File: config.mk
export PLATFORM = sky130hd
export DESIGN_NAME = dual_slope_seq
export DESIGN_NICKNAME = d
export VERILOG_FILES = /design/src/rtl/dss_pkg.sv /design/src/rtl/dss_ctrl.sv /design/src/rtl/dss_datapath.sv /design/src/rtl/dual_slope_seq.sv
export SDC_FILE = /design/constraint.sdc
export NUM_CORES = 1
export LEC_CHECK = 0
export BUFFER_PORTS_ARGS = -buffer_cell sky130_fd_sc_hd__buf_2
export CAP_MARGIN = 10
export CORE_ASPECT_RATIO = 0.5
export CORE_MARGIN = 5
export CORE_UTILIZATION = 55
export DETAILED_ROUTE_END_ITERATION = 10
export PLACE_DENSITY = 0.87
export SLEW_MARGIN = 20
export SYNTH_ARGS = -nofsm -noshare
export SYNTH_HDL_FRONTEND = slang
export SYNTH_SLANG_ARGS = --single-unit
File: constraint.sdc
create_clock -name clk -period 2.9 [get_ports clk]
set_input_delay 0.58 -clock clk [delete_from_list [all_inputs] [get_ports clk]]
set_output_delay 0.58 -clock clk [all_outputs]
set_load 0.03 [all_outputs]
File: src/rtl/dss_pkg.sv
package dss_pkg;

  typedef enum logic [1:0] {
    PH_AZ    = 2'd0,
    PH_INT   = 2'd1,
    PH_DEINT = 2'd2,
    PH_IZ    = 2'd3
  } phase_e;

  // strobes from control to datapath
  typedef struct packed {
    logic tick;       // one timebase tick (not during restart)
    logic restart;    // hold or load forces auto-zero
    logic phaseEnd;   // current phase ends on this tick
    logic latchSign;  // last integrate tick
    logic endDe;      // deintegrate ends on this tick
    logic publish;    // loop complete, move result to outputs
    logic countDe;    // advance deintegrate counter
    logic countIz;    // advance integrator-zero counter
  } ctl_s;

  // status from datapath to control
  typedef struct packed {
    logic tbDone;   // timebase counter at its last value
    logic crossed;  // comparator differs from captured sign
    logic deCap;    // deintegrate at its limit tick
    logic izDone;   // integrator zero at its limit tick
  } sts_s;

endpackage

File: src/rtl/dss_ctrl.sv
module dss_ctrl
  import dss_pkg::*;
#(
  parameter int CLK_DIV = 4
) (
  input  logic   clk,
  input  logic   rstN,
  input  logic   holdIn,
  input  logic   loadStb,
  input  sts_s   sts,
  output ctl_s   ctl,
  output phase_e phase
);

  localparam int DIV_W = (CLK_DIV > 1) ? $clog2(CLK_DIV) : 1;
  localparam logic [DIV_W-1:0] DIV_LAST = DIV_W'(CLK_DIV - 1);

  logic [DIV_W-1:0] divCnt;
  logic             restart;
  logic             tick;
  logic             advance;
  phase_e           nextPhase;

  always_comb begin
    restart = holdIn | loadStb;
    tick    = (divCnt == DIV_LAST) && !restart;
  end

  always_comb begin
    advance   = 1'b0;
    nextPhase = phase;
    case (phase)
      PH_AZ: begin
        advance   = sts.tbDone;
        nextPhase = PH_INT;
      end
      PH_INT: begin
        advance   = sts.tbDone;
        nextPhase = PH_DEINT;
      end
      PH_DEINT: begin
        advance   = sts.crossed | sts.deCap;
        nextPhase = PH_IZ;
      end
      default: begin
        advance   = sts.crossed | sts.izDone;
        nextPhase = PH_AZ;
      end
    endcase
  end

  always_comb begin
    ctl.tick      = tick;
    ctl.restart   = restart;
    ctl.phaseEnd  = tick && advance;
    ctl.latchSign = tick && advance && (phase == PH_INT);
    ctl.endDe     = tick && advance && (phase == PH_DEINT);
    ctl.publish   = tick && advance && (phase == PH_IZ);
    ctl.countDe   = tick && !advance && (phase == PH_DEINT);
    ctl.countIz   = tick && !advance && (phase == PH_IZ);
  end

  always_ff @(posedge clk) begin
    if (!rstN) begin
      phase  <= PH_AZ;
      divCnt <= '0;
    end else if (restart) begin
      phase  <= PH_AZ;
      divCnt <= '0;
    end else begin
      divCnt <= tick ? '0 : divCnt + 1'b1;
      if (tick && advance) begin
        phase <= nextPhase;
      end
    end
  end

endmodule

File: src/rtl/dss_datapath.sv
module dss_datapath
  import dss_pkg::*;
#(
  parameter int LOAD_W   = 8,
  parameter int PRE_W    = 8,
  parameter int CNT_W    = 17,
  parameter int IZ_TICKS = 256,
  parameter logic [LOAD_W-1:0] DEF_LOAD = {1'b1, {(LOAD_W-1){1'b0}}}
) (
  input  logic              clk,
  input  logic              rstN,
  input  logic              loadStb,
  input  logic [LOAD_W-1:0] loadIn,
  input  logic              cmpIn,
  input  ctl_s              ctl,
  output sts_s              sts,
  output logic              resOvr,
  output logic              resSign,
  output logic [CNT_W-1:0]  resCnt
);

  localparam int TB_W = LOAD_W + PRE_W;
  localparam int IZ_W = $clog2(IZ_TICKS + 1);
  localparam logic [IZ_W-1:0] IZ_LAST = IZ_W'(IZ_TICKS - 1);
  localparam logic [PRE_W-1:0] PRE_ZERO = '0;

  logic [LOAD_W-1:0] loadReg;
  logic [TB_W-1:0]   tbCnt;
  logic [TB_W:0]     intTicks;
  logic [TB_W+1:0]   deSpan;
  logic [CNT_W-1:0]  deLimit;
  logic [CNT_W-1:0]  deCnt;
  logic [IZ_W-1:0]   izCnt;
  logic              signReg;
  logic              pendOvr;
  logic [CNT_W-1:0]  pendCnt;

  // integrate length in ticks, deintegrate limit is twice that, minus one
  always_comb begin
    intTicks = {1'b1, {TB_W{1'b0}}} - {1'b0, loadReg, PRE_ZERO};
    deSpan   = {intTicks, 1'b0} - {{(TB_W+1){1'b0}}, 1'b1};
    deLimit  = CNT_W'(deSpan);
  end

  always_comb begin
    sts.tbDone  = &tbCnt;
    sts.crossed = cmpIn ^ signReg;
    sts.deCap   = (deCnt == deLimit);
    sts.izDone  = (izCnt == IZ_LAST);
  end

  always_ff @(posedge clk) begin
    if (!rstN) begin
      loadReg <= DEF_LOAD;
    end else if (loadStb) begin
      loadReg <= loadIn;
    end
  end

  // preloaded timebase counting up to overflow
  always_ff @(posedge clk) begin
    if (!rstN) begin
      tbCnt <= {DEF_LOAD, PRE_ZERO};
    end else if (ctl.restart) begin
      tbCnt <= {(loadStb ? loadIn : loadReg), PRE_ZERO};
    end else if (ctl.phaseEnd) begin
      tbCnt <= {loadReg, PRE_ZERO};
    end else if (ctl.tick) begin
      tbCnt <= tbCnt + 1'b1;
    end
  end

  always_ff @(posedge clk) begin
    if (!rstN || ctl.restart || ctl.phaseEnd) begin
      deCnt <= '0;
    end else if (ctl.countDe) begin
      deCnt <= deCnt + 1'b1;
    end
  end

  always_ff @(posedge clk) begin
    if (!rstN || ctl.restart || ctl.phaseEnd) begin
      izCnt <= '0;
    end else if (ctl.countIz) begin
      izCnt <= izCnt + 1'b1;
    end
  end

  always_ff @(posedge clk) begin
    if (!rstN) begin
      signReg <= 1'b0;
    end else if (ctl.latchSign) begin
      signReg <= cmpIn;
    end
  end

  always_ff @(posedge clk) begin
    if (!rstN) begin
      pendOvr <= 1'b0;
      pendCnt <= '0;
    end else if (ctl.endDe) begin
      pendOvr <= !sts.crossed;
      pendCnt <= sts.crossed ? deCnt : {CNT_W{1'b1}};
    end
  end

  always_ff @(posedge clk) begin
    if (!rstN) begin
      resOvr  <= 1'b0;
      resSign <= 1'b0;
      resCnt  <= '0;
    end else if (ctl.publish) begin
      resOvr  <= pendOvr;
      resSign <= signReg;
      resCnt  <= pendCnt;
    end
  end

endmodule

File: src/rtl/dual_slope_seq.sv
module dual_slope_seq
  import dss_pkg::*;
#(
  parameter int CLK_DIV  = 4,
  parameter int LOAD_W   = 8,
  parameter int PRE_W    = 8,
  parameter int CNT_W    = 17,
  parameter int IZ_TICKS = 256,
  parameter logic [LOAD_W-1:0] DEF_LOAD = {1'b1, {(LOAD_W-1){1'b0}}}
) (
  input  logic              clk,
  input  logic              rstN,
  input  logic              holdIn,
  input  logic              loadStb,
  input  logic [LOAD_W-1:0] loadIn,
  input  logic              cmpIn,
  output logic [3:0]        phaseSel,
  output logic              eocN,
  output logic              resOvr,
  output logic              resSign,
  output logic [CNT_W-1:0]  resCnt
);

  ctl_s   ctl;
  sts_s   sts;
  phase_e phase;

  dss_ctrl #(
    .CLK_DIV(CLK_DIV)
  ) uCtrl (
    .clk    (clk),
    .rstN   (rstN),
    .holdIn (holdIn),
    .loadStb(loadStb),
    .sts    (sts),
    .ctl    (ctl),
    .phase  (phase)
  );

  dss_datapath #(
    .LOAD_W  (LOAD_W),
    .PRE_W   (PRE_W),
    .CNT_W   (CNT_W),
    .IZ_TICKS(IZ_TICKS),
    .DEF_LOAD(DEF_LOAD)
  ) uData (
    .clk    (clk),
    .rstN   (rstN),
    .loadStb(loadStb),
    .loadIn (loadIn),
    .cmpIn  (cmpIn),
    .ctl    (ctl),
    .sts    (sts),
    .resOvr (resOvr),
    .resSign(resSign),
    .resCnt (resCnt)
  );

  always_comb begin
    case (phase)
      PH_AZ:    phaseSel = 4'b0001;
      PH_INT:   phaseSel = 4'b0010;
      PH_DEINT: phaseSel = 4'b0100;
      default:  phaseSel = 4'b1000;
    endcase
    eocN = (phase != PH_AZ);
  end

endmodule

# [Word level (Yosys, flattened, before mapping)]
# Index checks and enable logic that the tools add are counted.
[classes] n_addsub=6 eq_ne=6 n_mux=8 bitwise_logic=5 n_reduce_logical=22
[op_table] op="$mux 16" count=3
[op_table] op="$add 17x1->17 const B" count=1
[op_table] op="$eq 17x17->1" count=1
[op_table] op="$mux 17" count=1
[op_table] op="$sub 17x1->17 const B" count=1
[op_table] op="$add 16x1->16 const B" count=1
[op_table] op="$reduce_and 16->1" count=1
[op_table] op="$sub 1x16->16 const A" count=1
[op_table] op="$pmux 4 s3" count=1
[op_table] op="$add 9x1->9 const B" count=1
[op_table] op="$eq 9x8->1 const B" count=1
[op_table] op="$logic_and 1x1->1" count=8
[op_table] op="$mux 8" count=1
[op_table] op="$eq 2x2->1 const B" count=3
[op_table] op="$pmux 2 s3" count=1
[op_table] op="$reduce_or 3->1" count=2
[op_table] op="$logic_not 1->1" count=4
[op_table] op="$reduce_or 2->1" count=2
[op_table] op="$or 1x1->1" count=3
[op_table] op="$reduce_bool 3->1" count=1
[op_table] op="$add 2x1->2 const B" count=1
[op_table] op="$eq 2x1->1 const B" count=1
[op_table] op="$logic_not 2->1" count=1
[op_table] op="$logic_or 1x1->1" count=2
[op_table] op="4 further kinds" count=4
[totals] ff_bits=92 inputBits=13 out_inout_bits=24 wordCells=60

# [Longest topological paths before layout]
# Gate-level depths: netlist of run 1.
[depth] depth_word=8 mapped_depth=14

# [Cells and area by module]
# From an unflattened synthesis of run 1, not the netlist that was laid out.
[unflattened] cells_unflattened=501 area_unflattened_um2=4455.5
[by_module_without_submodules] module="dss_datapath" n_inst=1 cells_each=457 area_each_um2=4071.4
[by_module_without_submodules] module="dss_ctrl" n_inst=1 cells_each=39 area_each_um2=351.6
[by_module_without_submodules] module="dual_slope_seq" n_inst=1 cells_each=5 area_each_um2=32.5

# [Worst setup path after synthesis of run 1]
# No wires, ideal clock.
[synth_timing] path_type="register to register" start="reg uData.loadReg[0]" end="reg uData.resCnt[13]" arrival_time_ns=3.052 required_ns=2.828 slack_ns=-0.223 stages_incl_launch_ff=14 synth_period_minus_slack_ns=3.123 cell_sequence="dfxtp_1 > buf_2 > inv_1 > ha_1 > or3b_1 > a21oi_1 > o2bb2ai_1 > nor4_4 > nand3_2 > o21ai_2 > nor3b_2 > buf_4 > buf_6 > mux2i_1"
[synth_between] elab_chain_len=7
[synth_rtl] element="start, declared" line_no="dss_datapath.sv:27" rtl="logic [LOAD_W-1:0] loadReg;"
[synth_rtl] element="start signal, assigned" line_no="dss_datapath.sv:56" rtl="loadReg <= loadIn;"
[synth_rtl] element="$sub 1x16->16" line_no="dss_datapath.sv:40" rtl="intTicks = {1'b1, {TB_W{1'b0}}} - {1'b0, loadReg, PRE_ZERO};"
[synth_rtl] element="$sub 17x1->17" line_no="dss_datapath.sv:41" rtl="deSpan = {intTicks, 1'b0} - {{(TB_W+1){1'b0}}, 1'b1};"
[synth_rtl] element="$eq 17x17->1" line_no="dss_datapath.sv:48" rtl="sts.deCap = (deCnt == deLimit);"
[synth_rtl] element="$or 1x1->1" line_no="dss_ctrl.sv:42" rtl="advance = sts.crossed | sts.deCap;"
[synth_rtl] element="$pmux 1 s2" line_no="dss_ctrl.sv:32" rtl="case (phase)"
[synth_rtl] element="$logic_and 1x1->1 (2 in series)" line_no="dss_ctrl.sv:58" rtl="ctl.publish = tick && advance && (phase == PH_IZ);"
[synth_rtl] element="end signal, assigned" line_no="dss_datapath.sv:115" rtl="resCnt <= pendCnt;"
[synth_rtl] element="end, declared" line_no="dss_datapath.sv:19" rtl="output logic [CNT_W-1:0] resCnt"
# Every way passes these cells.
# A chain may end at the register's enable or synchronous reset.

# [Worst setup path after layout of run 1]
[layout_timing] start="reg uData.loadReg[0]" end="reg uData.deCnt[5]"
[layout_between] elab_chain_len=8 elab_cells_between_ends=10
[layout_rtl] element="$sub 1x16->16 (*)" line_no="dss_datapath.sv:40"
[layout_rtl] element="$sub 17x1->17 (*)" line_no="dss_datapath.sv:41"
[layout_rtl] element="$eq 17x17->1 (*)" line_no="dss_datapath.sv:48"
[layout_rtl] element="$or 1x1->1 (*)" line_no="dss_ctrl.sv:42"
[layout_rtl] element="$pmux 1 s2 (*)" line_no="dss_ctrl.sv:32"
[layout_rtl] element="$logic_not 1->1" line_no="dss_ctrl.sv:59" rtl="ctl.countDe = tick && !advance && (phase == PH_DEINT);"
[layout_rtl] element="$logic_and 1x1->1 (2 in series)" line_no="dss_ctrl.sv:59"
[layout_rtl] element="end signal, assigned" line_no="dss_datapath.sv:77" rtl="deCnt <= deCnt + 1'b1;"
[layout_rtl] element="end, declared" line_no="dss_datapath.sv:32" rtl="logic [CNT_W-1:0] deCnt;"
# Every way passes the cells marked *; elsewhere a longest branch is shown, timed or not.

==> metrics, run 1 <==
CP endpoint=uData.deCnt[5]; arrival time worst endpoint=3400 ps; EDFF count, synth=0; leak pwr=~2.4 nW; switch share=0.266; part of the total power dissipated in combinational logic=0.100; cell internal power dissipation=around 0.002 W; Core Footprint=8830 um^2; max-slew violation count=0; chain of cells forming the critical path=inv_2, ha_4, nor4_1, a31oi_1, a21oi_1, nor4_4, buf_4, nand3_4, buf_4, o21ai_4, buf_6, or4_1, o21ai_1; area of the mapped netlist=5040 um^2; Crit path depth=13; post-synthesis async set-or-reset flop share=0; power density relative to cell area=440 nW/um^2; HPWL Detailed=9.15 mm; clock slew at the register clock pins of the worst setup and hold paths=70 ps; part of the total power dissipated in the clock network=0.422; register area share after synthesis=0.365; final core utilization=0.700; maximum fanout encountered on the critical timing path=12; peak per-stage delay on the critical path=520 ps; TritonRoute pass-1 iters=6; die area=11,300 um^2; total detailed-routing wirelength=14.7 mm; Peak supply drop=roughly 0.30 mV; layout overhead on the synthesized area=22.6%; element type at the critical path end=flop; initial core utilization=0.571; relative slew slack=0.545; launch point of the critical path=uData.loadReg[0]; number of buffer and inverter instances along the worst setup path=4; Initial DRC Count=788; number of clock buffers inserted by TritonCTS=9; height of the die=about 78 um; antenna violations before repair=0; clk sink count=~90; H-tree depth=3; result of the run=complete, but fails checks; skew final=9.22 ps; final hold violation count=0; total of endpoints with negative setup slack in the final report=23; DRC violations left=0; count of antenna-violating nets left after detailed routing=0; average cell area after synthesis=8.10 um^2; via count normalized by instance count=about 6.5; most numerous cell on the critical path=buf_4; GRT Util Overall=0.228; achievable clock frequency=about 0.32 GHz; CP top delay family=simple AND/OR/NAND/NOR gates; path type of the worst setup path=reg -> reg; total negative slack=-1880 ps; first-pass GRT wire length=~22 mm; I/O pin count=37; power dissipated by switching net loads=0.000724 W; max-capacitance violation count=0; RR Endpoint=uData.deCnt[5]; final estimated routing congestion in global placement=0.964; final clock period utilization by the worst path=1.07; Mapped Cells=623; worst r2r src=uData.loadReg[0]; NumNets Final=712; RSZ-0062 raised after global routing=true; pin count of the biggest net entering global routing=49; FP Rows=24; Avg WL per Cell=approximately 18 um; number of distinct library cells after synthesis=71; fraction of layout instances using a drive strength above 1=0.222; number of vias in the routed layout=approximately 5,200; minimum period implied by the final worst setup slack=3110 ps; clock insertion delay at the later pin of the skew report=350 ps; width of the chip=145 um; CTS Buffer Depth=2; violated checks=setup timing; worst reg2reg setup slack=-210 ps; CTS tree=done; I/O Buffers=36; number of global-route vias before repair=approximately 4,600; type of the worst min-delay path=reg -> reg; net count after synthesis=646; final setup margin=-210 ps; Fillers=650; Critical-path top delay cell=or4_1; Antenna Diode Count=0; FF-to-FF path depth=13; total congestion overflow=0; Reg power frac=0.478; required arrival time at the worst endpoint=3190 ps; flop and latch count out of synthesis=92; buffer type at the clock tree root=clkbuf_16; kind of start point of the critical path=flop; Worst-Margin Slew=678 ps; commonest register cell after synthesis=dfxtp_1; Syn. warnings=0
==> sequential cells by signal, indices dropped and copies added, names as in the netlist <==
register / count
uData.signReg: 1
uCtrl.phase: 2
uData.pendCnt: 17
uData.resCnt: 17
uCtrl.divCnt: 2
uData.tbCnt: 16
uData.izCnt: 9
uData.pendOvr: 1
uData.resOvr: 1
uData.deCnt: 17
uData.resSign: 1
uData.loadReg: 8
==> metrics by stage <==
stage	std cells	cell area [um^2]	power [W]	hold slack, ps	setup slack (ps)
floorplan	623	5090	0.00149	408	5.63
global placement	784	5600	0.00154	419	57.0
detailed placement	784	5600	0.00155	423	5.51
CTS	800	5900	0.00268	431	3.96
global route	811	6180	0.00280	463	-279
finish	811	6180	0.00272	431	-210
==> power groups by stage <==
stage / Combinational [W] / Sequential (W) / Clock [W]
finish: 0.000271 / 0.00130 / 0.00115
global placement: 0.000215 / 0.00133 / 0
floorplan: 0.000170 / 0.00131 / 0
detailed placement: 0.000221 / 0.00133 / 0
global route: 0.000289 / 0.00130 / 0.00121
CTS: 0.000224 / 0.00130 / 0.00116
==> final cells by class <==
type,count,area [um^2],area share
multi-input cells,484,3170,0.513
flip-flops and latches,92,1850,0.300
inverters,13,51.3,0.00830
clock buffers,9,225,0.0364
repair buffers,89,676,0.109
clock inverters,7,62.6,0.0101
well taps,117,146,0.0237
==> worst register-to-register path: stages (launching register included) <==
cell	delay, ps
dfxtp_4	390
inv_2	60
ha_4	200
nor4_1	480
a31oi_1	120
a21oi_1	400
nor4_4	80
buf_4	180
nand3_4	100
buf_4	160
o21ai_4	90
buf_6	160
or4_1	520
o21ai_1	100
==> layer usage <==
metal / wire [um] / global-route usage / vias up
li1: - / - / 2379
met1: 5930 / 0.304 / 2405
met2: 6570 / 0.358 / 371
met3: 1580 / 0.0559 / 91
met4: 632 / 0.0940 / 0
met5: 0 / 0 / -
==> logic make-up after synthesis <==
group | after synthesis | share of synthesized area
and+or+nand+nor | 279 | 0.274
xor gates and xnor gates | 26 | 0.0452
AOI/OAI and AO/OA | 141 | 0.189
DFF | 92 | 0.365
buffers and inverters | 47 | 0.0439
adders and majority gates | 10 | 0.0248
muxes | 28 | 0.0578
==> cells in the mapped netlist (all sizes together) (5+ instances only) <==
library cell / count / area, um^2
or3: 8 / 55.1
a21oi: 50 / 250
xor2: 13 / 114
and2: 6 / 40.0
o21ai: 20 / 104
mux2i: 25 / 258
dfxtp: 92 / 1840
nand2: 92 / 345
o211ai: 8 / 60.1
a211oi: 5 / 37.5
buf: 15 / 101
inv: 13 / 48.8
nand3: 31 / 160
or2: 5 / 31.3
nor2: 58 / 218
ha: 10 / 125
nor3b: 8 / 65.1
nor3: 16 / 85.1
o22ai: 6 / 37.5
and3: 13 / 81.3
nand4: 10 / 62.6
or4: 12 / 90.1
o31ai: 7 / 66.3
nand2b: 11 / 68.8
a31oi: 9 / 56.3
xnor2: 13 / 114
clkbuf: 19 / 71.3
==> worst min-delay path by stage <==
| stage | start | endpoint | cells after the start |
|---|---|---|---|
| 6_report | uCtrl.divCnt[0] | uCtrl.divCnt[0] | 1 |
| 4_1_cts | uCtrl.divCnt[0] | uCtrl.divCnt[0] | 1 |
| 2_1_floorplan | uCtrl.divCnt[0] | uCtrl.divCnt[0] | 1 |
| 3_5_place_dp | uCtrl.divCnt[0] | uCtrl.divCnt[0] | 1 |
| 5_1_grt | uCtrl.divCnt[0] | uCtrl.divCnt[0] | 1 |
| 3_3_place_gp | uCtrl.divCnt[0] | uCtrl.divCnt[0] | 1 |
==> repair_timing <==
item,in CTS,in global routing
gates resized for setup,3,34
pin swaps,0,11
cloned,0,4
endpoints found under the setup margin,7,75
buffers inserted,0,7
hold buffers,0,0
==> placed cells by master (no fill, tap or decap), drive strengths merged, types with 3 or more instances in the layout <==
cell type | netlist | layout
a21oi | 50 | 50
nand2b | 11 | 11
mux2i | 25 | 25
or2 | 5 | 5
a21o | 4 | 4
or4 | 12 | 12
or3 | 8 | 8
mux2 | 3 | 3
dfxtp | 92 | 92
a211oi | 5 | 5
nor2 | 58 | 58
a31oi | 9 | 9
o311ai | 4 | 4
nand2 | 92 | 92
nand4 | 10 | 10
and3 | 13 | 13
nor3 | 16 | 16
and2 | 6 | 6
o22ai | 6 | 6
inv | 13 | 18
nor2b | 4 | 4
o21ai | 20 | 20
o31ai | 7 | 7
o211ai | 8 | 8
xnor2 | 13 | 13
ha | 10 | 10
nor3b | 8 | 8
buf | 15 | 87
nand3 | 31 | 31
xor2 | 13 | 13
clkbuf | 19 | 11
Note: power is estimated with default switching activity, not from simulation.
==> run 2: changes to the inputs <==
CORE_UTILIZATION = 24   (was 55)
PLACE_DENSITY = 0.5   (was 0.87)
==> metrics, run 2 (synthesis results as in run 1) <==
required arrival time at the worst endpoint=3140 ps (-50 ps); result of the run=complete, no violations; kind of start point of the critical path=flop; TritonRoute pass-1 iters=4 (-2); max-capacitance violation count=0 (unchanged); antenna violations before repair=0 (unchanged); RSZ-0062 raised after global routing=true; number of global-route vias before repair=4,525 (-2.3%); number of clock buffers inserted by TritonCTS=9 (unchanged); layout overhead on the synthesized area=26.1%; leak pwr=2.39 nW (+0.47%); maximum fanout encountered on the critical timing path=12 (unchanged); height of the die=113 um (+45%); number of vias in the routed layout=4,760 (-9.3%); Critical-path top delay cell=or3b_1; H-tree depth=3 (unchanged); pin count of the biggest net entering global routing=49 (unchanged); Peak supply drop=0.266 mV (-10%); most frequent standard cell in the layout excluding fill and tap cells=nand2_1; GRT Util Overall=0.117 (-0.111); clk sink count=92 (unchanged); placed insts=946 (+21%); NumNets Final=717 (+0.70%); clock insertion delay at the later pin of the skew report=350 ps (about the same); HPWL Detailed=10.3 mm (+13%); leading cell types in the layout, fill and taps excluded=nand2_1 (92), dfxtp_1 (88), nor2_1 (57); count of antenna-violating nets left after detailed routing=0 (unchanged); die area=24,200 um^2 (+110%); CTS tree=done; achievable clock frequency=0.351 GHz (+9.2%); Avg WL per Cell=15.0 um (-17%); skew final=11.0 ps (+1.77 ps); Antenna Diode Count=0 (unchanged); relative slew slack=0.645 (+0.100); first-pass GRT wire length=23.3 mm (+8.2%); peak per-stage delay on the critical path=400 ps (-120 ps); minimum period implied by the final worst setup slack=2850 ps (-262 ps); sequential cell area=1850 um^2 (-0.14%); CTS Buffer Depth=2 (unchanged); Fillers=2,180 (+240%); largest registers=uData.deCnt x17, uData.pendCnt x17, uData.resCnt x17; final estimated routing congestion in global placement=0.838 (-13%); element type at the critical path end=flop; via count normalized by instance count=4.90 (-24%); total negative slack=0 ps (+1880 ps); final clock period utilization by the worst path=0.982 (-0.0902); Worst-Margin Slew=532 ps (-146 ps); total congestion overflow=0 (unchanged); buffer type at the clock tree root=clkbuf_16; max-slew violation count=0 (unchanged); Core Footprint=20,600 um^2 (+130%); total of endpoints with negative setup slack in the final report=0 (-100%); power density relative to cell area=437 nW/um^2 (-0.74%); final hold violation count=0 (unchanged); FP Rows=37 (+54%); I/O Buffers=36 (unchanged); combined area of the multi-input logic cells=3130 um^2 (-1.1%); initial core utilization=0.245 (-0.326); chain of cells forming the critical path=inv_4, ha_4, buf_4, or3b_1, a21oi_2, o2bb2ai_2, nor4_4, buf_4, a31oi_1, a311oi_1, buf_4, mux2i_1, nor2_1; I/O pin count=37 (unchanged); most numerous cell on the critical path=buf_4; path type of the worst setup path=reg -> reg; DRC violations left=0 (unchanged); type of the worst min-delay path=reg -> reg; fraction of layout instances using a drive strength above 1=0.223 (+0.00127); arrival time worst endpoint=3090 ps (-310 ps); clock slew at the register clock pins of the worst setup and hold paths=60 ps (about the same); width of the chip=215 um (+48%); total detailed-routing wirelength=14.6 mm (-0.68%); Finished Layout Cells=972 (+20%); Initial DRC Count=223 (-72%)
==> run 2: critical path, delay by kind of cell, from the launching register on <==
| kind | cells | cell delay (ps) |
|---|---|---|
| compound gates | 4 | 650 |
| fa+ha+maj | 1 | 200 |
| buf+inv | 4 | 600 |
| flops | 1 | 390 |
| mux | 1 | 190 |
| simple gates | 3 | 680 |
==> run 2: area by class of cell <==
cell class / instances / share of cell area
multi-input combinational: 484 / 0.493
sequential: 92 / 0.291
timing repair buffer: 94 / 0.108
tap: 273 / 0.0537
clock buffer: 10 / 0.0360
clock inverter: 6 / 0.0112
inverter: 13 / 0.00807
==> run 2: worst paths after layout <==
kind | from | endpoint | slack (ps) | cells after the start
min reg2reg | uCtrl.divCnt[0] | uCtrl.divCnt[0] | 430 | 1
max reg2reg | uData.loadReg[1] | uData.deCnt[1] | 50 | 13
max | uData.loadReg[1] | uData.deCnt[1] | 50 | 13
min | uCtrl.divCnt[0] | uCtrl.divCnt[0] | 430 | 1
==> run 2: where the power goes <==
part / internal [W] / leakage [nW] / switching, W / total (W)
registers: 0.00128 / 0.746 / 0.0000229 / 0.00130
clock network: 0.000678 / 0.140 / 0.000533 / 0.00121
logic: 0.000119 / 1.50 / 0.000147 / 0.000266
==> run 2: through the flow <==
stage | cell area [um^2] | util | setup slack (ps) | total power (W) | hold WS, ps
floorplan | 5090 | - | 5.63 | 0.00149 | 408
global placement | 5830 | 0.283 | 41.2 | 0.00156 | 414
detailed placement | 5830 | 0.283 | -2.61 | 0.00156 | 426
CTS | 6130 | 0.298 | 31.0 | 0.00278 | 435
global route | 6360 | 0.309 | -108 | 0.00290 | 456
finish | 6360 | 0.309 | 52.0 | 0.00278 | 429
==> run 2: per-layer routing <==
metal | global-route usage | up-vias | wire, um
met5 | 0 | - | 0
met4 | 0.0371 | 0 | 172
met3 | 0.0264 | 14 | 544
met2 | 0.185 | 88 | 6660
met1 | 0.158 | 2261 | 7240
li1 | - | 2397 | -
==> run 2: timing repair <==
| action | 4_1_cts | 5_1_grt |
|---|---|---|
| gates resized for setup | 1 | 28 |
| gates cloned | 0 | 3 |
| endpoints found under the setup margin | 2 | 42 |
| endpoints found under the hold margin | 0 | 0 |
| buffers inserted | 0 | 7 |
| pin swaps | 0 | 10 |
| hold buffers | 0 | 0 |
==> run 3: changes to the inputs <==
CORE_MARGIN = 1.5   (was 5)
RECOVER_POWER = 100   (was unset)
==> metrics, run 3 (synthesis results as in run 1) <==
initial core utilization=0.245 (+0.000551); GRT Util Overall=0.129 (+0.0119); FP Rows=37 (unchanged); DRC violations left=0 (unchanged); Core Footprint=20,600 um^2 (-0.22%); type of the worst min-delay path=reg -> reg; Initial DRC Count=249 (+12%); largest registers=uData.deCnt x17, uData.pendCnt x17, uData.resCnt x17; number of global-route vias before repair=4,521 (-0.088%); leading cell types in the layout, fill and taps excluded=nand2_1 (91), dfxtp_1 (88), nor2_1 (57), buf_4 (57), a21oi_1 (49); final clock period utilization by the worst path=0.996 (+0.0137); I/O Buffers=36 (unchanged); peak per-stage delay on the critical path=400 ps (about the same); clk sink count=92 (unchanged); max-capacitance violation count=0 (unchanged); clock slew at the register clock pins of the worst setup and hold paths=70 ps (about the same); CP top delay family=simple AND/OR/NAND/NOR gates; total of endpoints with negative setup slack in the final report=0 (unchanged); met3 wire length=513 um (-5.7%); placed insts=950 (+0.42%); fraction of layout instances using a drive strength above 1=0.205 (-0.0184); met1 WL=7.46 mm (+3.0%); pin count of the biggest net entering global routing=49 (unchanged); total congestion overflow=0 (unchanged); number of clock buffers inserted by TritonCTS=9 (unchanged); first-pass GRT wire length=22.8 mm (-2.0%); Peak supply drop=0.256 mV (-3.8%); total detailed-routing wirelength=14.7 mm (+0.79%); arrival time worst endpoint=3170 ps (+80 ps); final setup margin=12.4 ps (-39.7 ps); Worst-Margin Slew=620 ps (+87.8 ps); final estimated routing congestion in global placement=0.835 (-0.31%); achievable clock frequency=0.346 GHz (-1.4%); detailed-routed wire length on met2=6.59 mm (-1.0%); worst-case setup slack after placement=20.1 ps (+22.7 ps); number of vias in the routed layout=4,818 (+1.2%); TritonRoute pass-1 iters=4 (unchanged); Antenna Diode Count=0 (unchanged); number of buffer and inverter instances along the worst setup path=3 (-1); die area=21,900 um^2 (-9.3%); leak pwr=2.34 nW (-2.3%); Critical-path top delay cell=or3b_4; skew final=8.57 ps (-2.41 ps); via count normalized by instance count=4.91 (+0.29%); relative slew slack=0.584 (-0.0615); CTS Buffer Depth=2 (unchanged); minimum period implied by the final worst setup slack=2890 ps (+39.7 ps); required arrival time at the worst endpoint=3180 ps (+40 ps); power density relative to cell area=431 nW/um^2 (-1.3%); chain of cells forming the critical path=inv_4, ha_4, or3b_4, a21oi_4, o2bb2ai_4, nor4_4, nand3_2, o21ai_2, nor3b_4, buf_6, clkbuf_16, mux2i_1; highest layer used for signal routing=met4; antenna violations before repair=0 (unchanged); NumNets Final=727 (+1.4%); CTS tree=done; CTS hold repair buffers=0 (unchanged); result of the run=complete, no violations; height of the die=106 um (-6.2%); Finished Layout Cells=981 (+0.93%); HPWL Detailed=10.1 mm (-2.0%); final hold violation count=0 (unchanged); Fillers=2,215 (+1.6%); Avg WL per Cell=15.0 um (-0.14%); I/O pin count=37 (unchanged); kind of start point of the critical path=flop; width of the chip=208 um (-3.3%); element type at the critical path end=flop; RSZ-0062 raised after global routing=true; H-tree depth=3 (unchanged); clock insertion delay at the later pin of the skew report=350 ps (about the same); maximum fanout encountered on the critical timing path=6 (-6); most frequent standard cell in the layout excluding fill and tap cells=nand2_1; count of antenna-violating nets left after detailed routing=0 (unchanged); layout overhead on the synthesized area=27.7%; total power after layout=0.00278 W (about the same); max-slew violation count=0 (unchanged); path type of the worst setup path=reg -> reg; buffer type at the clock tree root=clkbuf_16; Min Hold Slack=430 ps (+1.37 ps)
==> run 3: changes by cell type in the layout (fill, tap and decap cells not counted), sizes merged <==
cell and delta:
clkbuf +26, clkinv +2, buf -17, inv -1
clkinvlp -1
==> run 3: worst reg2reg max path: cells and delay by family (launching register included) <==
| kind | cells | cell delay (ps) |
|---|---|---|
| mux | 1 | 180 |
| buf+inv | 3 | 370 |
| simple gates | 4 | 1190 |
| fa+ha+maj | 1 | 260 |
| compound gates | 3 | 440 |
| flops | 1 | 380 |
==> run 3: power breakdown <==
| part | total (W) | switching (W) | internal [W] | leakage, nW |
|---|---|---|---|---|
| sequential | 0.00130 | 0.0000250 | 0.00128 | 0.746 |
| combinational | 0.000279 | 0.000154 | 0.000125 | 1.45 |
| clock | 0.00120 | 0.000523 | 0.000672 | 0.142 |
| total | 0.00278 | 0.000702 | 0.00207 | 2.34 |
==> run 3: cell type report <==
cell class                 instances  area (um^2)  share of cell area
tap                              273          342              0.0530
multi-input combinational        484         3190               0.495
sequential                        92         1850               0.288
clock inverter                     6         72.6              0.0113
timing repair buffer             104          712               0.111
clock buffer                       9          225              0.0350
inverter                          13         51.3             0.00797
==> run 3: path summary, 6_finish.rpt <==
kind | startpoint | endpoint | slack (ps) | depth (start not counted)
worst min register to register | uCtrl.divCnt[0] | uCtrl.divCnt[0] | 430 | 1
worst max register to register | uData.loadReg[1] | uData.resCnt[6] | 10 | 12
worst max-delay path | uData.loadReg[1] | uData.resCnt[6] | 10 | 12
worst min-delay path | uCtrl.divCnt[0] | uCtrl.divCnt[0] | 430 | 1
==> run 3: timing repair <==
item	4_1_cts	5_1_grt
resized for setup	0	39
endpoints found under the setup margin	0	66
setup buffers	0	12
==> run 3: routing by layer <==
metal / GRT usage / vias up
met2: 0.209 / 95
li1: - / 2410
met5: 0 / -
met1: 0.174 / 2298
met4: 0.0360 / 0
met3: 0.0235 / 15
==> run 3: stage by stage <==
stage	util	cell area, um^2	setup TNS (ps)
2_1_floorplan	-	5090	0
3_5_place_dp	0.284	5850	0
3_3_place_gp	0.284	5850	0
5_1_grt	0.313	6440	-768
4_1_cts	0.299	6140	0
6_report	0.313	6440	0
